### src/rtl/edge_pwm_pkg.sv
package edge_pwm_pkg;

    localparam int STEP_W  = 8;
    localparam int ADDR_W  = 6;
    localparam int MAX_CH  = 16;

    localparam logic [ADDR_W-1:0] A_PRESCALE = 6'h00;
    localparam logic [ADDR_W-1:0] A_PERIOD   = 6'h01;
    localparam logic [ADDR_W-1:0] A_EN_BASE  = 6'h02;
    localparam logic [ADDR_W-1:0] A_SYNC     = 6'h04;
    localparam logic [ADDR_W-1:0] A_EDGE     = 6'h20;

    typedef logic [STEP_W-1:0] step_t;

    typedef struct packed {
        step_t rise;
        step_t fall;
    } edge_pair_t;

    function automatic logic edge_addr_hit(logic [ADDR_W-1:0] a);
        return a[ADDR_W-1];
    endfunction

    function automatic int unsigned edge_chan(logic [ADDR_W-1:0] a);
        return int'(a[ADDR_W-2:1]);
    endfunction

    function automatic logic next_level(logic cur, step_t s, edge_pair_t e);
        logic lvl;
        if (s == e.rise && s == e.fall) lvl = ~cur;
        else if (s == e.rise)           lvl = 1'b1;
        else if (s == e.fall)           lvl = 1'b0;
        else                            lvl = cur;
        return lvl;
    endfunction

endpackage

### src/rtl/edge_pwm_timebase.sv
module edge_pwm_timebase
    import edge_pwm_pkg::*;
(
    input  logic  clk,
    input  logic  rst,
    input  logic  psc_wr,
    input  logic  per_wr,
    input  step_t wr_data,
    input  logic  sync_en,
    output step_t step_cnt,
    output logic  step_start,
    output logic  boundary
);

    step_t psc_stg_q, per_stg_q, psc_act_q, per_act_q;
    step_t psc_stg_d, per_stg_d;
    step_t pre_cnt_q, step_cnt_q;
    logic  tick, load;

    assign tick     = (pre_cnt_q >= psc_act_q);
    assign boundary = tick && (step_cnt_q >= per_act_q);
    assign load     = !sync_en || boundary;
    assign psc_stg_d = psc_wr ? wr_data : psc_stg_q;
    assign per_stg_d = per_wr ? wr_data : per_stg_q;

    always_ff @(posedge clk) begin
        if (rst) begin
            psc_stg_q  <= '0;
            per_stg_q  <= '0;
            psc_act_q  <= '0;
            per_act_q  <= '0;
            pre_cnt_q  <= '0;
            step_cnt_q <= '0;
        end else begin
            psc_stg_q <= psc_stg_d;
            per_stg_q <= per_stg_d;
            if (load) begin
                psc_act_q <= psc_stg_d;
                per_act_q <= per_stg_d;
            end
            if (tick) begin
                pre_cnt_q  <= '0;
                step_cnt_q <= boundary ? '0 : step_cnt_q + 1'b1;
            end else begin
                pre_cnt_q  <= pre_cnt_q + 1'b1;
            end
        end
    end

    assign step_cnt   = step_cnt_q;
    assign step_start = (pre_cnt_q == '0);

    assert_pre_advance_R2: assert property (@(posedge clk) disable iff (rst)
        !tick |=> pre_cnt_q == $past(pre_cnt_q) + 1'b1);

    assert_step_hold_R2: assert property (@(posedge clk) disable iff (rst)
        !tick |=> $stable(step_cnt_q));

    assert_wrap_zero_R2: assert property (@(posedge clk) disable iff (rst)
        boundary |=> (step_cnt_q == '0) && (pre_cnt_q == '0));

    assert_period_held_R10: assert property (@(posedge clk) disable iff (rst)
        (sync_en && !boundary) |=> $stable(per_act_q) && $stable(psc_act_q));

endmodule

### src/rtl/edge_pwm_chan.sv
module edge_pwm_chan
    import edge_pwm_pkg::*;
#(
    parameter bit SHADOWED = 1'b0
) (
    input  logic  clk,
    input  logic  rst,
    input  logic  rise_wr,
    input  logic  fall_wr,
    input  step_t wr_data,
    input  logic  sync_en,
    input  logic  boundary,
    input  logic  step_start,
    input  step_t step_cnt,
    input  logic  enable,
    output logic  pwm_o
);

    edge_pair_t stg_q, stg_d, act_q;
    logic       out_q, load;

    always_comb begin
        stg_d = stg_q;
        if (rise_wr) stg_d.rise = wr_data;
        if (fall_wr) stg_d.fall = wr_data;
    end

    assign load = !(SHADOWED && sync_en) || boundary;

    always_ff @(posedge clk) begin
        if (rst) begin
            stg_q <= '0;
            act_q <= '0;
            out_q <= 1'b0;
        end else begin
            stg_q <= stg_d;
            if (load) act_q <= stg_d;
            if (!enable)         out_q <= 1'b0;
            else if (step_start) out_q <= next_level(out_q, step_cnt, act_q);
        end
    end

    assign pwm_o = out_q;

    assert_disabled_low_R6: assert property (@(posedge clk) disable iff (rst)
        !enable |=> !pwm_o);

    assert_mid_step_stable_R3: assert property (@(posedge clk) disable iff (rst)
        (enable && !step_start) |=> $stable(pwm_o));

    assert_shadow_hold_R8: assert property (@(posedge clk) disable iff (rst)
        (SHADOWED && sync_en && !boundary) |=> $stable(act_q));

    assert_direct_load_R9: assert property (@(posedge clk) disable iff (rst)
        (!SHADOWED && rise_wr) |=> act_q.rise == $past(wr_data));

endmodule

### src/rtl/edge_pwm_top.sv
module edge_pwm_top
    import edge_pwm_pkg::*;
#(
    parameter int          NUM_CH      = 16,
    parameter logic [15:0] SHADOW_MASK = 16'hAAAA
) (
    input  logic              clk,
    input  logic              rst,
    input  logic              wr_en,
    input  logic [5:0]        wr_addr,
    input  logic [7:0]        wr_data,
    output logic [NUM_CH-1:0] pwm_out
);

    localparam int EN_BYTES = (NUM_CH + 7) / 8;

    logic [EN_BYTES*8-1:0] en_q;
    logic                  sync_q;
    step_t                 step_cnt;
    logic                  step_start, boundary;

    always_ff @(posedge clk) begin
        if (rst) sync_q <= 1'b0;
        else if (wr_en && wr_addr == A_SYNC) sync_q <= wr_data[0];
    end

    for (genvar b = 0; b < EN_BYTES; b++) begin : g_en
        always_ff @(posedge clk) begin
            if (rst) en_q[b*8 +: 8] <= '0;
            else if (wr_en && wr_addr == A_EN_BASE + 6'(b)) en_q[b*8 +: 8] <= wr_data;
        end
    end

    edge_pwm_timebase u_tbase (
        .clk        (clk),
        .rst        (rst),
        .psc_wr     (wr_en && wr_addr == A_PRESCALE),
        .per_wr     (wr_en && wr_addr == A_PERIOD),
        .wr_data    (wr_data),
        .sync_en    (sync_q),
        .step_cnt   (step_cnt),
        .step_start (step_start),
        .boundary   (boundary)
    );

    for (genvar c = 0; c < NUM_CH; c++) begin : g_ch
        logic hit;
        assign hit = wr_en && edge_addr_hit(wr_addr) && (edge_chan(wr_addr) == c);

        edge_pwm_chan #(.SHADOWED(SHADOW_MASK[c])) u_chan (
            .clk        (clk),
            .rst        (rst),
            .rise_wr    (hit && !wr_addr[0]),
            .fall_wr    (hit && wr_addr[0]),
            .wr_data    (wr_data),
            .sync_en    (sync_q),
            .boundary   (boundary),
            .step_start (step_start),
            .step_cnt   (step_cnt),
            .enable     (en_q[c]),
            .pwm_o      (pwm_out[c])
        );
    end

    assert_reset_quiet_R1: assert property (@(posedge clk)
        rst |=> (pwm_out == '0));

endmodule

### config.mk
export PLATFORM = sky130hd
export DESIGN_NAME = edge_pwm_top
export DESIGN_NICKNAME = d
export VERILOG_FILES = /design/src/rtl/edge_pwm_pkg.sv /design/src/rtl/edge_pwm_timebase.sv /design/src/rtl/edge_pwm_chan.sv /design/src/rtl/edge_pwm_top.sv
export SDC_FILE = /design/constraint.sdc
export NUM_CORES = 1
export LEC_CHECK = 0
export ABC_AREA = 1
export BUFFER_PORTS_ARGS = -buffer_cell sky130_fd_sc_hd__buf_4
export CORE_MARGIN = 2
export CORE_UTILIZATION = 63
export CTS_CLUSTER_SIZE = 24
export DETAILED_ROUTE_END_ITERATION = 12
export PLACE_DENSITY_LB_ADDON = 0.2
export SYNTH_ARGS = -nofsm -noshare
export SYNTH_HDL_FRONTEND = slang
export SYNTH_SLANG_ARGS = --single-unit
### constraint.sdc
create_clock -name clk -period 2.4 [get_ports clk]
set_clock_uncertainty 0.1 [all_clocks]
set_input_delay 0.48 -clock clk [delete_from_list [all_inputs] [get_ports clk]]
set_output_delay 0.48 -clock clk [all_outputs]
set_load 0.01 [all_outputs]
==> results of run 1 <==
## timing repair
action | CTS | global route
setup endpoints to repair | 0 | 5
gates resized for setup | 0 | 3
hold endpoints to repair | 0 | 0
## cells in the final DEF (no fill, tap or decap), types with 3 or more instances in the layout
cell type,Yosys,routed
a21oi_1,314,314
clkbuf_1,124,17
xor2_1,108,108
nor2_1,437,436
dfxtp_1,465,457
o2111ai_1,5,5
clkbuf_8,0,10
dfxtp_2,0,7
o21ai_0,172,172
o21a_1,126,126
clkbuf_16,0,51
ha_1,19,19
nor3_1,48,47
o21ai_1,4,4
nand3_2,8,8
nor2_2,10,11
clkinv_1,6,6
xnor2_1,39,39
buf_12,0,13
buf_4,27,101
nand3_1,117,117
nand2_1,456,455
clkinv_2,0,5
nand3b_1,70,70
or2_2,5,5
inv_1,399,398
o22ai_1,36,36
nor4_1,3,3
nand4_1,36,36
## synthesized netlist by cell type, types with 2 or more instances
library cell | count | share of area
nor2_1 | 437 | 0.073
o21ai_1 | 4 | 0.00090
xnor2_1 | 39 | 0.015
a21boi_0 | 2 | 0.00067
a21oi_1 | 314 | 0.070
o21a_1 | 126 | 0.042
inv_2 | 2 | 0.00034
o21ai_0 | 172 | 0.038
clkbuf_1 | 124 | 0.021
xor2_1 | 108 | 0.042
nand3b_1 | 70 | 0.024
inv_1 | 399 | 0.067
buf_2 | 59 | 0.013
nor4_1 | 3 | 0.00084
or2_2 | 5 | 0.0014
nand2_1 | 456 | 0.077
o211ai_1 | 2 | 0.00067
ha_1 | 19 | 0.011
o2111ai_1 | 5 | 0.0020
nand3_1 | 117 | 0.026
nor2_2 | 10 | 0.0028
dfxtp_1 | 465 | 0.42
nor3_1 | 48 | 0.011
clkinv_1 | 6 | 0.0010
buf_1 | 24 | 0.0040
nor2_4 | 2 | 0.0010
a22o_1 | 2 | 0.00078
nand3_2 | 8 | 0.0036
nand4_1 | 36 | 0.010
buf_4 | 27 | 0.0091
o22ai_1 | 36 | 0.010
## power by group through the flow
| stage | Clock, mW | Sequential [mW] | Combinational [mW] |
|---|---|---|---|
| after CTS | 7.30 | 7.80 | 0.781 |
| after floorplan | 0 | 7.96 | 0.506 |
| final | 7.25 | 7.80 | 0.798 |
| after global placement | 0 | 7.97 | 0.763 |
| after global routing | 7.63 | 7.80 | 0.863 |
| after detailed placement | 0 | 7.97 | 0.776 |
## final timing paths
check                                    startpoint                                endpoint  slack, ps  depth (start not counted)
max                 u_tbase.pre_cnt_q[0]$_SDFF_PP0_   g_ch[1].u_chan.act_q[13]$_SDFFE_PP0P_        100                         14
min                                      wr_addr[3]                     sync_q$_SDFFE_PP0P_        210                          3
max reg2reg         u_tbase.pre_cnt_q[0]$_SDFF_PP0_   g_ch[1].u_chan.act_q[13]$_SDFFE_PP0P_        100                         14
min reg2reg  g_ch[14].u_chan.stg_q[11]$_SDFFE_PP0P_  g_ch[14].u_chan.stg_q[11]$_SDFFE_PP0P_        360                          2
## through the flow
stage	area (um^2)	setup TNS, ps
2_1_floorplan	22360	0
5_1_grt	24490	-11.51
4_1_cts	24470	0
6_report	24490	0
3_5_place_dp	22960	0
3_3_place_gp	22960	0
## final cells by class
class	instances	area (um^2)
Antenna cell	1	2.502
Fill cell	2845	10220
Clock buffer	78	1478
Timing Repair Buffer	117	1069
Sequential cell	465	9321
Multi-Input combinational cell	2029	10480
Clock inverter	6	33.78
Tap cell	455	569.3
Inverter	407	1535
## worst max-delay path, delay by kind of cell (launching register included)
| family | cells | cell delay (ps) |
|---|---|---|
| adders and majority gates | 1 | 290 |
| and+or+nand+nor | 10 | 830 |
| buffers and inverters | 3 | 550 |
| DFF | 1 | 380 |
## layer usage
layer	vias to the layer above	GRT usage	part of all wire
met3	179	0.06092	0.087
li1	9827	-	-
met5	-	0	0
met1	9284	0.4388	0.42
met4	0	0.1392	0.041
met2	831	0.5458	0.46
## state kept, by name, summed over array words and instances (netlist names)
| name | cells |
|---|---|
| u_tbase.psc_stg_q | 8 |
| g_ch.u_chan.act_q | 144 |
| u_tbase.step_cnt | 8 |
| u_tbase.psc_act_q | 8 |
| u_tbase.per_act_q | 8 |
| g_ch.u_chan.pwm_o | 16 |
| u_tbase.per_stg_q | 8 |
| sync_q | 1 |
| u_tbase.pre_cnt_q | 8 |
| g_ch.u_chan.stg_q | 240 |
| en_q | 16 |
## cell families (layout without fill, tap and decap cells)
group / after synthesis / after routing / share of synthesized area
xor gates and xnor gates: 147 / 147 / 0.05758
DFF: 465 / 465 / 0.4163
other: 0 / 1 / 0
adders and majority gates: 19 / 19 / 0.01063
buffers and inverters: 642 / 608 / 0.1157
AOI/OAI and AO/OA: 666 / 666 / 0.1671
and+or+nand+nor: 1197 / 1197 / 0.2327
==> flow_metrics.py, run 1 <==
metrics = {
    "global_route": {
        "grt_max_degree": 101,
        "track_usage": 0.3352,
        "antenna_found_initial": 1,
        "grt_pass1_wl_mm": 97.52,
        "grt_pass1_vias": 18620,
        "overflow": 0,
    },
    "floorplan": {
        "start_util": 0.6441,
        "die_x_um": 192.4,
        "die_y_um": 192.4,
        "row_count": 68,
        "fp.coreArea_um2": 34710,
        "ios": 33,
        "dieArea_um2": 37020,
    },
    "critical_path": {
        "worstSetupPathType": "reg2reg",
        "cp_cell_sequence": "inv_1 -> ha_1 -> nand2_1 -> nand3_1 -> nand2_1 -> nand2_1 -> nand2_1 -> nand2_1 -> nand2_4 -> buf_12 -> buf_16 -> nand3b_1 -> nand2_1 -> nor2_1",
        "crit_required_ps": 2770,
        "endpoint_kind": "flop",
        "slowest_stage": "dfxtp_1",
        "slowest_delay_ps": 380,
        "arrival_ps": 2660,
        "critPathLaunchType": "flop",
        "crit_top_cell": "nand2_1",
        "crit_path_max_fanout": 42,
    },
    "placed_design": {
        "dpl_worst_slack_ps": 150.4,
        "dp.cells": 3473,
        "dpl.hpwl_mm": 36.93,
        "finalWeightedCongestion": 0.8623,
        "io_buffer_count": 32,
    },
    "clocking": {
        "cts_tree": "built",
        "cts_made_buffers": 49,
        "h-tree-depth": 2,
        "cts_sinks": 465,
        "cts_hold_buffers": 0,
        "clk_latency_ps": 590,
        "cts_max_path_buffers": 3,
        "cts-root-buf": "clkbuf_16",
        "cts_setup_buffers": 0,
        "path_clk_slew_ps": 60,
    },
    "layout": {
        "final_cells": 3558,
        "drive_above_1_share": 0.07286,
        "nets": 3105,
        "area_delta_synth_final_pct": 9.518,
        "final_core_util": 0.7055,
    },
    "route": {
        "post-route-drc-count": 0,
        "routedWlPerCell_um": 17.34,
        "drt-initial-drc-count": 1613,
        "dr_total_vias": 20120,
        "viasPerCell": 5.655,
        "postRouteAntennaNets": 0,
        "drt-total-wl_mm": 61.69,
        "drtPass1Iterations": 6,
    },
    "synthesis": {
        "ys_seq_area_frac": 0.4163,
        "yosysWarningCount": 0,
        "synth-async-reset-ratio": 0,
        "syn_avg_cell_area_um2": 7.130,
        "synth_cell_types": 40,
        "synthCells": 3136,
        "ys_ff_latch": 465,
        "synth_nets": 3172,
        "synth_edf_count": 0,
        "syn-cell-area_um2": 22360,
        "yosys_most_used_dff": "dfxtp_1",
    },
    "pwr": {
        "power_frac_seq": 0.492,
        "clockPowerShare": 0.457,
        "power_leakage_nw": 10.86,
        "p_switching_mw": 3.670,
        "powerDensity_nw_per_um2": 647.3,
        "p_int_mw": 12.18,
        "ir_drop_v": 0.0005729,
        "power_frac_comb": 0.050,
        "swShare": 0.2315,
        "power_mw": 15.85,
    },
    "timing": {
        "min_period_ps": 2296,
        "drv_slew": 0,
        "worst_pin_slew_ps": 675.5,
        "setup_viol": 0,
        "relSlewSlack": 0.5497,
        "hold_viol_final": 0,
        "finalCritPeriodShare": 0.9565,
        "max_freq_mhz": 435.6,
        "layout_setup_ws_ps": 104.4,
        "holdWs_ps": 207.7,
    },
    "min_path": {
        "hold_class": "in2reg",
    },
    "run": {
        "drv_cap": 0,
    },
    "run_status": {
        "outcome": "completed",
    },
}
No activity file was read; power rests on OpenSTA's default activity.
==> inputs of run 2 (changes only) <==
--- a/config.mk
+++ b/config.mk
@@ -7,11 +7,13 @@
 export LEC_CHECK = 0
 export ABC_AREA = 1
 export BUFFER_PORTS_ARGS = -buffer_cell sky130_fd_sc_hd__buf_4
+export CAP_MARGIN = 20
 export CORE_MARGIN = 2
-export CORE_UTILIZATION = 63
+export CORE_UTILIZATION = 57
 export CTS_CLUSTER_SIZE = 24
 export DETAILED_ROUTE_END_ITERATION = 12
 export PLACE_DENSITY_LB_ADDON = 0.2
 export SYNTH_ARGS = -nofsm -noshare
 export SYNTH_HDL_FRONTEND = slang
+export SYNTH_HIERARCHICAL = 1
 export SYNTH_SLANG_ARGS = --single-unit
==> constraint.sdc (replaced) <==
create_clock -name clk -period 2.1 [get_ports clk]
set_clock_uncertainty 0.1 [all_clocks]
set_input_delay 0.42 -clock clk [delete_from_list [all_inputs] [get_ports clk]]
set_output_delay 0.42 -clock clk [all_outputs]
set_load 0.01 [all_outputs]
==> flow_metrics.py, run 2 <==
metrics = {
    "run_status": {
        "outcome": "finished with violations",
        "violations": "setup timing",
    },
    "clocking": {
        "clk_latency_ps": 590,
        "path_clk_slew_ps": 60,
        "cts_made_buffers": 50,
        "cts_tree": "built",
        "cts_max_path_buffers": 3,
        "h-tree-depth": 2,
        "cts_sinks": 465,
        "cts-root-buf": "clkbuf_16",
    },
    "layout": {
        "largest_reg_flops": 256,
        "final_common_cell": "nand2_1",
        "num_antenna_cells": 0,
        "top_regs": "g_ch.u_chan/act_q: 256 flops, g_ch.u_chan/stg_q: 128 flops",
        "regMostFlops": "g_ch.u_chan/act_q",
        "area_delta_synth_final_pct": 17.49,
        "final_cell_mix": "658 x nand2_1, 453 x nor2_1, 448 x dfxtp_1",
        "final_cells": 3780,
        "final_core_util": 0.6755,
        "drive_above_1_share": 0.1266,
        "nets": 3269,
        "fill_cells": 3204,
    },
    "critical_path": {
        "crit_path_max_fanout": 8,
        "reg2reg_from": "u_tbase/psc_act_q[7]$_SDFFE_PP0P_",
        "critPathLaunch": "u_tbase/psc_act_q[7]$_SDFFE_PP0P_",
        "reg2regPathDepth": 12,
        "worstSetupPathType": "reg2reg",
        "endpoint": "g_ch[1].u_chan/act_q[10]$_SDFFE_PP0P_",
        "critPathLaunchType": "flop",
        "reg2reg_slack_ps": -130,
        "endpoint_kind": "flop",
        "crit_required_ps": 2450,
        "arrival_ps": 2580,
        "r2r_end": "g_ch[1].u_chan/act_q[10]$_SDFFE_PP0P_",
    },
    "synthesis": {
        "synth_edf_count": 0,
        "ys_seq_area_frac": 0.4319,
        "synthTopCellsByArea": "dfxtp_1 43%, nand2_1 12%, o21ai_0 8.6%, nor2_1 7.9%, inv_1 7.7%",
        "yosysMostFrequentCell": "nand2_1",
        "synth-async-reset-ratio": 0,
        "synthTopCellsByCount": "671 x nand2_1, 465 x dfxtp_1, 456 x nor2_1, 441 x inv_1, 370 x o21ai_0",
        "synthXorXnorAreaFrac": 0.03251,
        "synth_top_family_by_area": "simple AND/OR/NAND/NOR gates",
        "yosys_most_used_dff": "dfxtp_1",
        "synth_top_cell_by_area": "dfxtp_1",
        "synthCells": 3143,
        "synth_compound_gate_area_share": 0.1700,
        "synth_mux_area_frac": 0,
        "syn-cell-area_um2": 21550,
        "yosysTopAreaCellShare": 0.4319,
        "synth_nets": 3179,
        "yosysWarningCount": 6,
        "synth_adder_area_share": 0.01103,
        "synth_cell_types": 34,
        "ys_ff_latch": 465,
        "syn_avg_cell_area_um2": 6.857,
        "synthSimpleGateAreaFrac": 0.2464,
    },
    "route": {
        "post-route-drc-count": 0,
        "routedWlPerCell_um": 16.25,
        "drt-total-wl_mm": 61.43,
        "drt-initial-drc-count": 1647,
        "dr_total_vias": 20360,
        "postRouteAntennaNets": 0,
        "drtPass1Iterations": 5,
        "viasPerCell": 5.386,
    },
    "global_route": {
        "track_usage": 0.2930,
        "antenna_found_initial": 0,
        "grt_pass1_wl_mm": 92.47,
        "grt_pass1_vias": 18720,
        "grt_max_degree": 58,
        "overflow": 0,
    },
    "timing": {
        "worst_pin_slew_ps": 747.7,
        "setup_viol": 24,
        "layout_setup_ws_ps": -134.2,
        "drv_slew": 0,
        "min_period_ps": 2234,
        "rsz0062_at_grt": "true",
        "hold_viol_final": 0,
        "finalCritPeriodShare": 1.064,
        "relSlewSlack": 0.5016,
        "max_freq_mhz": 447.6,
    },
    "floorplan": {
        "start_util": 0.5749,
        "die_y_um": 198.5,
        "ios": 33,
        "die_x_um": 198.5,
        "row_count": 71,
        "fp.coreArea_um2": 37490,
        "dieArea_um2": 39380,
    },
    "placed_design": {
        "dpl.hpwl_mm": 35.73,
        "finalWeightedCongestion": 0.8805,
        "io_buffer_count": 32,
        "dp.cells": 3669,
    },
    "pwr": {
        "power_leakage_nw": 10.96,
        "ir_drop_v": 0.0005428,
        "powerDensity_nw_per_um2": 729.6,
    },
    "min_path": {
        "hold_class": "in2reg",
    },
    "run": {
        "drv_cap": 0,
    },
}
-- run 2: cell types whose count changed after synthesis, moves of 63 or more --
| cell | change |
|---|---|
| nand2_1 | +215 |
| clkbuf_1 | -110 |
| o21ai_0 | +198 |
| nand3b_1 | -67 |
| xor2_1 | -86 |
| o21a_1 | -126 |
| a21oi_1 | -63 |
-- run 2: how the worst min path moves through the flow --
stage,start,end,slack [ps],cells after the start
global route,rst,g_ch[13].u_chan/stg_q[13]$_SDFF_PP0_,130,2
CTS,rst,g_ch[13].u_chan/stg_q[9]$_SDFF_PP0_,100,2
finish,rst,g_ch[9].u_chan/stg_q[2]$_SDFF_PP0_,130,2
floorplan,u_tbase/pre_cnt_q[0]$_SDFF_PP0_,u_tbase/pre_cnt_q[0]$_SDFF_PP0_,330,1
detailed placement,en_q[8]$_SDFFE_PP0P_,g_ch[8].u_chan/pwm_o$_SDFFE_PP0P_,360,2
global placement,u_tbase/pre_cnt_q[0]$_SDFF_PP0_,u_tbase/pre_cnt_q[0]$_SDFF_PP0_,350,1
-- run 2: metrics by stage --
stage          setup WS (ps)  hold WS [ps]  setup TNS (ps)  power (mW)  instance area [um^2]
2_1_floorplan         -143.9         329.7          -13110       9.653                 21710
3_3_place_gp           82.25         345.4               0       9.962                 22780
3_5_place_dp          -40.26         355.7          -104.2       9.979                 22780
4_1_cts               0.8624         99.18               0       18.51                 24360
5_1_grt               -206.9         131.3           -6262       19.06                 25320
6_report              -134.2         127.2          -515.7       18.48                 25320
-- run 2: layer usage --
| layer | global-route usage | routed length (um) |
|---|---|---|
| met3 | 0.03934 | 3996 |
| met1 | 0.3689 | 25660 |
| met2 | 0.5099 | 29430 |
| met5 | 0 | 0 |
| met4 | 0.1130 | 2336 |
-- run 2: cells by family after synthesis --
| kind of cell | count (synthesis) |
|---|---|
| xor gates and xnor gates | 80 |
| adders and majority gates | 19 |
| and+or+nand+nor | 1307 |
| DFF | 465 |
| buffers and inverters | 560 |
| AOI/OAI and AO/OA | 712 |
-- run 2: area by class of cell --
class,instances,area (um^2),area share
multi-input cells,2119,10430,0.4117
flip-flops and latches,465,9355,0.3695
inverters,452,1755,0.06932
repair buffers,145,1558,0.06152
clock buffers,74,1463,0.05776
well taps,511,639.4,0.02525
clock inverters,14,126.4,0.004991
-- run 2: report_power, final --
group | leakage [nW] | internal [mW] | switching, mW
registers | 3.76 | 8.87 | 0.0360
logic | 6.41 | 0.288 | 0.677
clock network | 0.788 | 5.03 | 3.57
-- run 2: worst max-delay path, cell delays in order, from the launching register on --
cell and delay [ps]:
dfxtp_1 300, inv_1 110, ha_4 230, a21o_1 190, nor2_2 110, nand3_2 140
nand2_4 120, clkinv_8 150, inv_2 110, nand2_4 80, buf_12 160, o21ai_0 210
a21oi_1 90
-- run 2: what timing repair did --
action | CTS | global route
pin swaps | 1 | 16
endpoints found under the hold margin | 0 | 0
resized for setup | 9 | 199
endpoints found under the setup margin | 15 | 152
hold buffers | 0 | 0
buffers inserted | 0 | 6
cloned | 0 | 17
